==> src/rtl/inep_pkg.sv <==
package inep_pkg;

    // Two packet slots fit when twice the max packet size fits in the store.
    function automatic bit use_double(input int depth, input int maxp);
        return (2 * maxp) <= depth;
    endfunction

endpackage

==> src/rtl/inep_pkt_ram.sv <==
module inep_pkt_ram #(
    parameter int DW    = 8,
    parameter int DEPTH = 64,
    parameter int AW    = $clog2(DEPTH)
) (
    input  logic          clk,
    input  logic          we,
    input  logic [AW-1:0] waddr,
    input  logic [DW-1:0] wdata,
    input  logic [AW-1:0] raddr,
    output logic [DW-1:0] rdata
);

    logic [DW-1:0] mem_q [DEPTH];

    always_ff @(posedge clk) begin
        if (we) begin
            mem_q[waddr] <= wdata;
        end
    end

    assign rdata = mem_q[raddr];

endmodule

==> src/rtl/inep_occ_status.sv <==
module inep_occ_status #(
    parameter bit DBL = 1'b1
) (
    input  logic [1:0] cnt,
    output logic       rdy,
    output logic       ne
);

    generate
        if (DBL) begin : g_double
            // 0 -> 00, 1 -> 01, 2 -> 11
            assign rdy = (cnt == 2'd2);
            assign ne  = (cnt != 2'd0);
        end else begin : g_single
            // 0 -> 00, 1 -> 11
            assign rdy = (cnt == 2'd1);
            assign ne  = (cnt == 2'd1);
        end
    endgenerate

endmodule

==> src/rtl/inep_ctrl.sv <==
module inep_ctrl #(
    parameter int DEPTH = 64,
    parameter int MAXP  = 32,
    parameter bit DBL   = 1'b1,
    parameter int AW    = $clog2(DEPTH),
    parameter int LW    = $clog2(MAXP + 1)
) (
    input  logic          clk,
    input  logic          rst_n,
    input  logic          wr_valid,
    input  logic          wr_commit,
    input  logic          flush,
    input  logic          tx_pop,
    input  logic          tx_done,
    output logic          mem_we,
    output logic [AW-1:0] mem_waddr,
    output logic [AW-1:0] mem_raddr,
    output logic [1:0]    cnt,
    output logic [LW-1:0] tx_len,
    output logic          load_err
);

    localparam logic [1:0]    CAP      = DBL ? 2'd2 : 2'd1;
    localparam int            SLOT_OFS = DBL ? DEPTH / 2 : 0;
    localparam logic [LW-1:0] MAXP_L   = LW'(MAXP);

    typedef struct packed {
        logic [1:0]         cnt;
        logic               head;
        logic               tail;
        logic [LW-1:0]      wr_off;
        logic [LW-1:0]      rd_off;
        logic [1:0][LW-1:0] len;
        logic               err;
    } state_t;

    state_t s_d, s_q;

    logic          full, have, we, take, drop;
    logic [LW-1:0] wlen;

    always_comb begin
        s_d  = s_q;
        full = (s_q.cnt == CAP);
        have = (s_q.cnt != 2'd0);
        we   = wr_valid && !full && (s_q.wr_off < MAXP_L);
        wlen = s_q.wr_off + LW'(we);
        take = wr_commit && !full;
        drop = (flush || tx_done) && have;

        if (we) begin
            s_d.wr_off = s_q.wr_off + 1'b1;
        end
        if (wr_commit && full) begin
            s_d.err = 1'b1;
        end
        if (take) begin
            s_d.len[s_q.tail] = wlen;
            s_d.wr_off        = '0;
            if (DBL) begin
                s_d.tail = ~s_q.tail;
            end
        end

        if (drop) begin
            s_d.rd_off = '0;
            if (DBL) begin
                s_d.head = ~s_q.head;
            end
        end else if (tx_pop && have && (s_q.rd_off < s_q.len[s_q.head])) begin
            s_d.rd_off = s_q.rd_off + 1'b1;
        end

        case ({take, drop})
            2'b10:   s_d.cnt = s_q.cnt + 2'd1;
            2'b01:   s_d.cnt = s_q.cnt - 2'd1;
            default: s_d.cnt = s_q.cnt;
        endcase
    end

    always_ff @(posedge clk or negedge rst_n) begin
        if (!rst_n) begin
            s_q <= '0;
        end else begin
            s_q <= s_d;
        end
    end

    assign mem_we    = we;
    assign mem_waddr = (s_q.tail ? AW'(SLOT_OFS) : AW'(0)) + AW'(s_q.wr_off);
    assign mem_raddr = (s_q.head ? AW'(SLOT_OFS) : AW'(0)) + AW'(s_q.rd_off);
    assign cnt       = s_q.cnt;
    assign tx_len    = have ? s_q.len[s_q.head] : '0;
    assign load_err  = s_q.err;

endmodule

==> src/rtl/inep_tx_fifo.sv <==
module inep_tx_fifo #(
    parameter int DW    = 8,
    parameter int DEPTH = 64,
    parameter int MAXP  = 32,
    parameter int AW    = $clog2(DEPTH),
    parameter int LW    = $clog2(MAXP + 1)
) (
    input  logic          clk,
    input  logic          rst_n,
    input  logic          wr_valid,
    input  logic [DW-1:0] wr_data,
    input  logic          wr_commit,
    input  logic          flush,
    input  logic          tx_pop,
    input  logic          tx_done,
    output logic          pkt_rdy,
    output logic          not_empty,
    output logic          load_err,
    output logic [LW-1:0] tx_len,
    output logic [DW-1:0] tx_data
);

    localparam bit DBL = inep_pkg::use_double(DEPTH, MAXP);

    logic          mem_we;
    logic [AW-1:0] mem_waddr;
    logic [AW-1:0] mem_raddr;
    logic [1:0]    occ;

    inep_ctrl #(
        .DEPTH(DEPTH), .MAXP(MAXP), .DBL(DBL), .AW(AW), .LW(LW)
    ) u_ctrl (
        .clk      (clk),
        .rst_n    (rst_n),
        .wr_valid (wr_valid),
        .wr_commit(wr_commit),
        .flush    (flush),
        .tx_pop   (tx_pop),
        .tx_done  (tx_done),
        .mem_we   (mem_we),
        .mem_waddr(mem_waddr),
        .mem_raddr(mem_raddr),
        .cnt      (occ),
        .tx_len   (tx_len),
        .load_err (load_err)
    );

    inep_pkt_ram #(
        .DW(DW), .DEPTH(DEPTH), .AW(AW)
    ) u_ram (
        .clk  (clk),
        .we   (mem_we),
        .waddr(mem_waddr),
        .wdata(wr_data),
        .raddr(mem_raddr),
        .rdata(tx_data)
    );

    inep_occ_status #(
        .DBL(DBL)
    ) u_status (
        .cnt(occ),
        .rdy(pkt_rdy),
        .ne (not_empty)
    );

endmodule

==> config.mk <==
export PLATFORM = sky130hd
export DESIGN_NAME = inep_tx_fifo
export DESIGN_NICKNAME = d
export VERILOG_FILES = /design/src/rtl/inep_pkg.sv /design/src/rtl/inep_pkt_ram.sv /design/src/rtl/inep_occ_status.sv /design/src/rtl/inep_ctrl.sv /design/src/rtl/inep_tx_fifo.sv
export SDC_FILE = /design/constraint.sdc
export NUM_CORES = 1
export LEC_CHECK = 0
export ABC_CLOCK_PERIOD_IN_PS = 3250
export BUFFER_PORTS_ARGS = -buffer_cell sky130_fd_sc_hd__buf_2
export CORE_MARGIN = 3
export CORE_UTILIZATION = 64
export DETAILED_ROUTE_END_ITERATION = 8
export GPL_TIMING_DRIVEN = 1
export PLACE_DENSITY = 0.81
export SLEW_MARGIN = 20
export SYNTH_ARGS = -nofsm -noshare
export SYNTH_HDL_FRONTEND = slang
export SYNTH_SLANG_ARGS = --single-unit
==> constraint.sdc <==
create_clock -name clk -period 3.25 [get_ports clk]
set_input_delay 0.325 -clock clk [delete_from_list [all_inputs] [get_ports clk]]
set_output_delay 0.325 -clock clk [all_outputs]
set_load 0.05 [all_outputs]
==> out/metrics.yaml, run 1 <==
syn-cell-area_mm2: 0.0217
initial_utilization: 0.658
path_clk_slew_ps: 60
rsz0062_at_grt: "true"
p_int_mw: 13.3
antenna_found_initial: 0
fin_nets: 1318
grt_pass1_vias: 12100
fin_ws_ps: -133
hold_ws_ps: 289
hpwlAfterDp_um: 29600
drt_iter0_drc: 1782
power_frac_clock: 0.304
slew_headroom: 0.292
p_seq_frac: 0.423
die_area_mm2: 0.0362
slew_violations: 0
final_area_mm2: 0.0249
ys.flop_type: "edfxtp_1"
crit_chain: "buf_12 > buf_8 > mux2i_1 > a221oi_2 > o21ai_1 > a221oi_1 > a31o_1 > buf_4"
path_depth: 8
path_buf_inv: 3
fin_worst_skew_ps: 17.3
grt_overflow_total: 0
grt_max_degree: 65
clk_path_buf_depth: 3
yosys.area_share.simple: 0.0305
fin_crit_sh: 1.04
synth_top_family_by_area: "multiplexers"
swShare: 0.298
synth_seq_cells: 541
boundaryPins: 32
wl_um: 53800
synth_xor_area_frac: 0.00645
pwr_density_cell_mw_per_mm2: 757
dr.pass1.iters: 6
synth_common_cells: "edfxtp_1, mux2i_1, nor2_1"
critPathTopFamily: "compound AO/OA/AOI/OAI gates"
cts_root_buffer: "clkbuf_16"
p_sw_mw: 5.63
crit_arrival_ps: 3060
cts_num_sinks: 541
tightest_slew_ps: 1050
synthTopCellsByArea: "edfxtp_1, mux2i_1, mux4_2"
grt_usage: 0.292
syn_to_final_growth_pct: 14.7
muxShareOfSynthArea: 0.135
ant_nets: 0
h-tree-depth: 2
power_mw: 18.9
cts_tree: "done"
dp_slack_ps: 95.5
hold_viol: 0
syn_nets: 1196
vias: 12200
yosysTopAreaCell: "edfxtp_1"
synth_top_area_share: 0.708
yosysMostFrequentCell: "edfxtp_1"
cts_inserted_buffers: 51
wl_per_cell_um: 30.3
max-cap-violations: 0
yosysSeqAreaShare: 0.741
synth_cell_types: 47
ys_warn_count: 0
critPathKind: "register to output port"
rows: 66
r2r_start: "u_ctrl.cnt[0]$_DFFE_PN0P_"
routed_via_density: 6.88
min_period_ps: 3380
crit_required_ps: 2920
status: "complete, but fails checks"
synth.avg_cell_area_um2: 18.6
die_y_um: 190
pwr-share-comb: 0.273
hold_depth: 4
layout-drive-gt1-share: 0.235
dpl_cell_area_mm2: 0.0227
drc: 0
crit_start: "u_ctrl.s_q[13]$_DFFE_PN0P_"
synth_enable_flop_cells: 512
synthAdderAreaFrac: 0.00576
utilization: 0.755
worstSkewPairLatency_ps: 570
rr_worst_depth: 6
async_flop_share: 0.0536
diodes: 0
start_kind: "register"
port-buffer-count: 31
slowest_delay_ps: 480
hp-class: "input port to register"
setup_viol: 3
p_leak_nw: 8.10
peakVddDrop_uv: 721
cp_slowest_cell: "dfrtp_4"
synthesis.instances: 1171
grt_pass1_wl_um: 77200
fmax_mhz: 296
core_area_mm2: 0.0330
crit_path_max_fanout: 14
end_kind: "output port"
synth-compound-area-share: 0.0563
worstHoldStart: "flush"
gp_congestion: 0.918
die_w_um: 190
violations: "negative setup slack"
cells in the final DEF (no fill, tap or decap), types with 14 or more instances in the layout:
cell       count
buf_4         91
clkbuf_16     54
o221ai_1      16
nand2_1       22
clkbuf_1      18
dfrtp_1       26
nor2_1        86
a221oi_1      19
mux4_1        25
o21ai_1       22
mux2i_1      130
mux4_2        37
a221oi_2      20
a21oi_1       24
buf_2         19
edfxtp_1     512
o22ai_1       14
routing by layer:
metal | up-vias | wire, um | GRT usage
li1 | 5023 | - | -
met1 | 6120 | 18700 | 0.394
met2 | 915 | 26700 | 0.481
met3 | 161 | 6120 | 0.0585
met4 | 0 | 2310 | 0.111
met5 | - | 0 | 0
tightest hold or removal path: stages:
cell     delay, ps
buf_2          100
nor2_1          80
nor2_1         150
a21oi_1        150
power groups by stage:
stage | Sequential [mW] | Combinational (mW) | Clock (mW)
after floorplan | 8.05 | 3.43 | 0
after global placement | 8.23 | 4.19 | 0
after detailed placement | 8.24 | 4.25 | 0
after CTS | 7.99 | 4.78 | 5.76
after global routing | 8.00 | 5.32 | 6.04
final | 7.99 | 5.14 | 5.75
path summary, 6_finish.rpt:
path / to / slack (ps)
hold / removal: u_ctrl.s_q[16]$_DFFE_PN0P_ / 290
hold reg to reg: u_ctrl.load_err$_DFFE_PN0P_ / 480
min in group asynchronous: u_ctrl.cnt[1]$_DFFE_PN0P_ / 360
setup / recovery: tx_data[6] / -130
max in group asynchronous: u_ctrl.s_q[13]$_DFFE_PN0P_ / 2360
setup reg to reg: u_ram.mem_q[53][3]$_DFFE_PP_ / 190
what timing repair did:
| action | 4_1_cts | 5_1_grt |
|---|---|---|
| hold buffers | 2 | 0 |
| hold endpoints to repair | 30 | 0 |
| buffers inserted | 5 | 7 |
| cloned | 1 | 2 |
| setup endpoints to repair | 8 | 8 |
| resized for setup | 66 | 47 |
| pin swaps | 0 | 2 |
registers in the layout, indices dropped and copies added (netlist names):
name,flops
u_ctrl.s_q,26
u_ctrl.cnt,2
u_ctrl.load_err,1
u_ram.mem_q,512
per-stage QoR:
step | setup TNS, ps | instances
finish | -175 | 1776
global route | -347 | 1776
CTS | -16.8 | 1767
detailed placement | 0 | 1665
global placement | 0 | 1665
floorplan | 0 | 1171
cell type report:
class | count | area (um2)
Clock buffer | 73 | 1420
Tap cell | 442 | 553
Fill cell | 1724 | 8100
Sequential cell | 541 | 16100
Multi-Input combinational cell | 557 | 5420
Inverter | 8 | 33.8
Timing Repair Buffer | 134 | 1210
Clock inverter | 21 | 185
kinds of logic after synthesis:
kind of cell,Yosys count
XOR/XNOR,16
adder cells (fa/ha/maj),10
flip-flops,541
AND/OR/NAND/NOR,147
multiplexers,205
AO/OA/AOI/OAI,178
buffers and inverters,74
(Power assumes the default switching activity.)
==> run 2: changes to the inputs <==
--- a/config.mk
+++ b/config.mk
@@ -5,6 +5,7 @@
 export SDC_FILE = /design/constraint.sdc
 export NUM_CORES = 1
 export LEC_CHECK = 0
+export ABC_AREA = 1
 export ABC_CLOCK_PERIOD_IN_PS = 3250
 export BUFFER_PORTS_ARGS = -buffer_cell sky130_fd_sc_hd__buf_2
 export CORE_MARGIN = 3
==> run 2 against run 1 <==
The flow now finishes without violations; synthesized area increased by 7.4%; non-clock buffer count decreased by 22; synthesized cell count increased by 86%; maximum frequency increased by 6.5%; critical path depth increased by 4; hold slack got worse by 120 ps; sequential power about the same; critical path type unchanged.
==> out/metrics.yaml, run 2 <==
status: "finished clean"
cts_root_buffer: "clkbuf_16"
layout_common_cells: "nand2_1, edfxtp_1, nand3_1, inv_1, nor2_1"
synth_enable_flop_cells: 512
clk_path_buf_depth: 3
grt_overflow_total: 0
p_sw_mw: 6.70
rr_worst_depth: 7
drc: 0
hold_depth: 5
die_area_mm2: 0.0388
max-cap-violations: 0
min_period_ps: 3180
h-tree-depth: 2
crit_required_ps: 2920
hp-class: "input port to register"
yosys.area_share.simple: 0.215
antenna_found_initial: 0
synth_top_area_share: 0.659
cts_num_sinks: 541
grt_pass1_vias: 16000
port-buffer-count: 31
fin_nets: 2260
synth_seq_cells: 541
hpwlAfterDp_um: 35400
synthAdderAreaFrac: 0.00536
boundaryPins: 32
yosysMostFrequentCell: "nand2_1"
yosysSeqAreaShare: 0.690
dr.pass1.iters: 7
cp_slowest_cell: "dfrtp_4"
p_int_mw: 12.5
worstSkewPairLatency_ps: 600
routed_via_density: 6.02
largest_register_ffs: 512
critPathKind: "register to output port"
hold_ws_ps: 165
largest-register: "u_ram.mem_q"
die_y_um: 197
crit_chain: "clkinv_8 > buf_16 > buf_12 > nand2_1 > nand2_1 > nand2_1 > a21oi_1 > nor2_1 > nand2_1 > nand3_1 > nand2_1 > buf_4"
rows: 69
pwr-share-comb: 0.296
fin_cells: 2736
swShare: 0.348
cts_tree: "done"
slew_headroom: 0.383
ys.flop_type: "edfxtp_1"
slew_violations: 0
wl_um: 59600
critPathTopFamily: "buffers and inverters"
worstHoldStart: "tx_pop"
hold_viol: 0
final_area_mm2: 0.0258
die_w_um: 197
async_flop_share: 0.0536
initial_utilization: 0.653
power_frac_clock: 0.289
path_clk_slew_ps: 60
cts_inserted_buffers: 52
synthTopCellsByArea: "edfxtp_1, nand2_1, nand3_1"
crit_arrival_ps: 2850
timing.setup.tns_ps: 0
pwr_density_cell_mw_per_mm2: 745
synth_cell_types: 37
dpl.cell_count: 2636
p_leak_nw: 10.3
r2r_start: "u_ctrl.s_q[24]$_DFFE_PN0P_"
p_seq_frac: 0.415
gp_congestion: 0.920
slowest_delay_ps: 550
synth_common_cells: "nand2_1, edfxtp_1, nand3_1"
muxShareOfSynthArea: 0.00129
drt_iter0_drc: 2399
fmax_mhz: 315
core_area_mm2: 0.0357
grt_pass1_wl_um: 90100
fin_crit_sh: 0.977
crit_start: "u_ctrl.s_q[13]$_DFFE_PN0P_"
synth_top_family_by_area: "simple AND/OR/NAND/NOR gates"
path_buf_inv: 4
final_common_cell: "nand2_1"
dpl_cell_area_mm2: 0.0241
ys_warn_count: 0
diodes: 0
end_kind: "output port"
wl_per_cell_um: 21.8
syn_nets: 2202
ant_nets: 0
peakVddDrop_uv: 850
rsz0062_at_grt: "false"
yosysTopAreaCell: "edfxtp_1"
synth.avg_cell_area_um2: 10.7
crit_path_max_fanout: 24
syn-cell-area_mm2: 0.0233
synth_xor_area_frac: 0.00483
setup_viol: 0
vias: 16500
layout-drive-gt1-share: 0.0901
power_mw: 19.2
tightest_slew_ps: 922
worst_path_most_repeated_cell: "nand2_1"
fin_worst_skew_ps: 14.9
synth-compound-area-share: 0.0242
synthesis.instances: 2177
start_kind: "register"
grt_usage: 0.306
grt_max_degree: 141
syn_to_final_growth_pct: 10.6
path_depth: 12
run 2: changes by cell type after synthesis, sizes merged, moves of 11 or more:
| cell | change |
|---|---|
| clkbuf | -12 |
| a221oi | -40 |
| o22ai | -16 |
| o221ai | -16 |
| nand2 | +730 |
| buf | +54 |
| a21oi | +11 |
| mux2i | -136 |
| mux4 | -62 |
| nand3 | +274 |
| o211ai | +24 |
| a211oi | -15 |
| inv | +183 |
| nor2 | +81 |
run 2: cell families after synthesis:
kind of cell	count (synthesis)
muxes	3
buffers and inverters	300
adders and majority gates	10
AOI/OAI and AO/OA	99
DFF	541
and+or+nand+nor	1212
xor gates and xnor gates	12
run 2: repair_timing:
item                       in CTS  in global routing
hold buffers                    2                  0
resized for setup               7                 15
gates cloned                    0                  3
hold endpoints to repair       30                  0
pin swaps                       0                  0
setup buffers                   0                  1
setup endpoints to repair       7                  8
run 2: path summary, 6_finish.rpt:
kind / to / slack, ps
worst max register to register: u_ram.mem_q[13][0]$_DFFE_PP_ / 450
min in group asynchronous: u_ctrl.s_q[17]$_DFFE_PN0P_ / 290
max in group asynchronous: u_ctrl.s_q[13]$_DFFE_PN0P_ / 2480
worst min-delay path: u_ctrl.s_q[14]$_DFFE_PN0P_ / 170
worst min register to register: u_ctrl.load_err$_DFFE_PN0P_ / 450
worst max-delay path: tx_data[6] / 70
run 2: area by class of cell:
| class | instances | area [um2] |
|---|---|---|
| Fill cell | 2332 | 9930 |
| Multi-Input combinational cell | 1336 | 5850 |
| Clock buffer | 66 | 1380 |
| Tap cell | 461 | 577 |
| Sequential cell | 541 | 16100 |
| Timing Repair Buffer | 112 | 1000 |
| Inverter | 192 | 741 |
| Clock inverter | 28 | 158 |
run 2: worst min-delay path: stages:
cell	delay (ps)
buf_2	100
nand3_1	90
nor2_2	70
nand4_1	90
nand2_1	60
run 2: through the flow:
stage          utilization  setup WS [ps]
6_report             0.722           73.8
5_1_grt              0.722           6.77
4_1_cts              0.718          -16.4
3_5_place_dp         0.674            533
3_3_place_gp         0.674            580
2_1_floorplan            -           1330
run 2: power by group through the flow:
| stage | Clock, mW | Sequential [mW] | Combinational, mW |
|---|---|---|---|
| after CTS | 5.58 | 7.98 | 5.36 |
| after floorplan | 0 | 8.06 | 3.97 |
| after global placement | 0 | 8.11 | 5.11 |
| after detailed placement | 0 | 8.12 | 5.24 |
| after global routing | 5.86 | 8.01 | 6.15 |
| final | 5.55 | 7.99 | 5.69 |
run 2: routing by layer:
metal	share of wire	vias to the layer above	track usage	wire, um
met5	0	-	0	0
met2	0.47	1142	0.492	28200
li1	-	7377	-	-
met3	0.11	192	0.0583	6810
met4	0.050	0	0.144	2970
met1	0.36	7767	0.410	21600
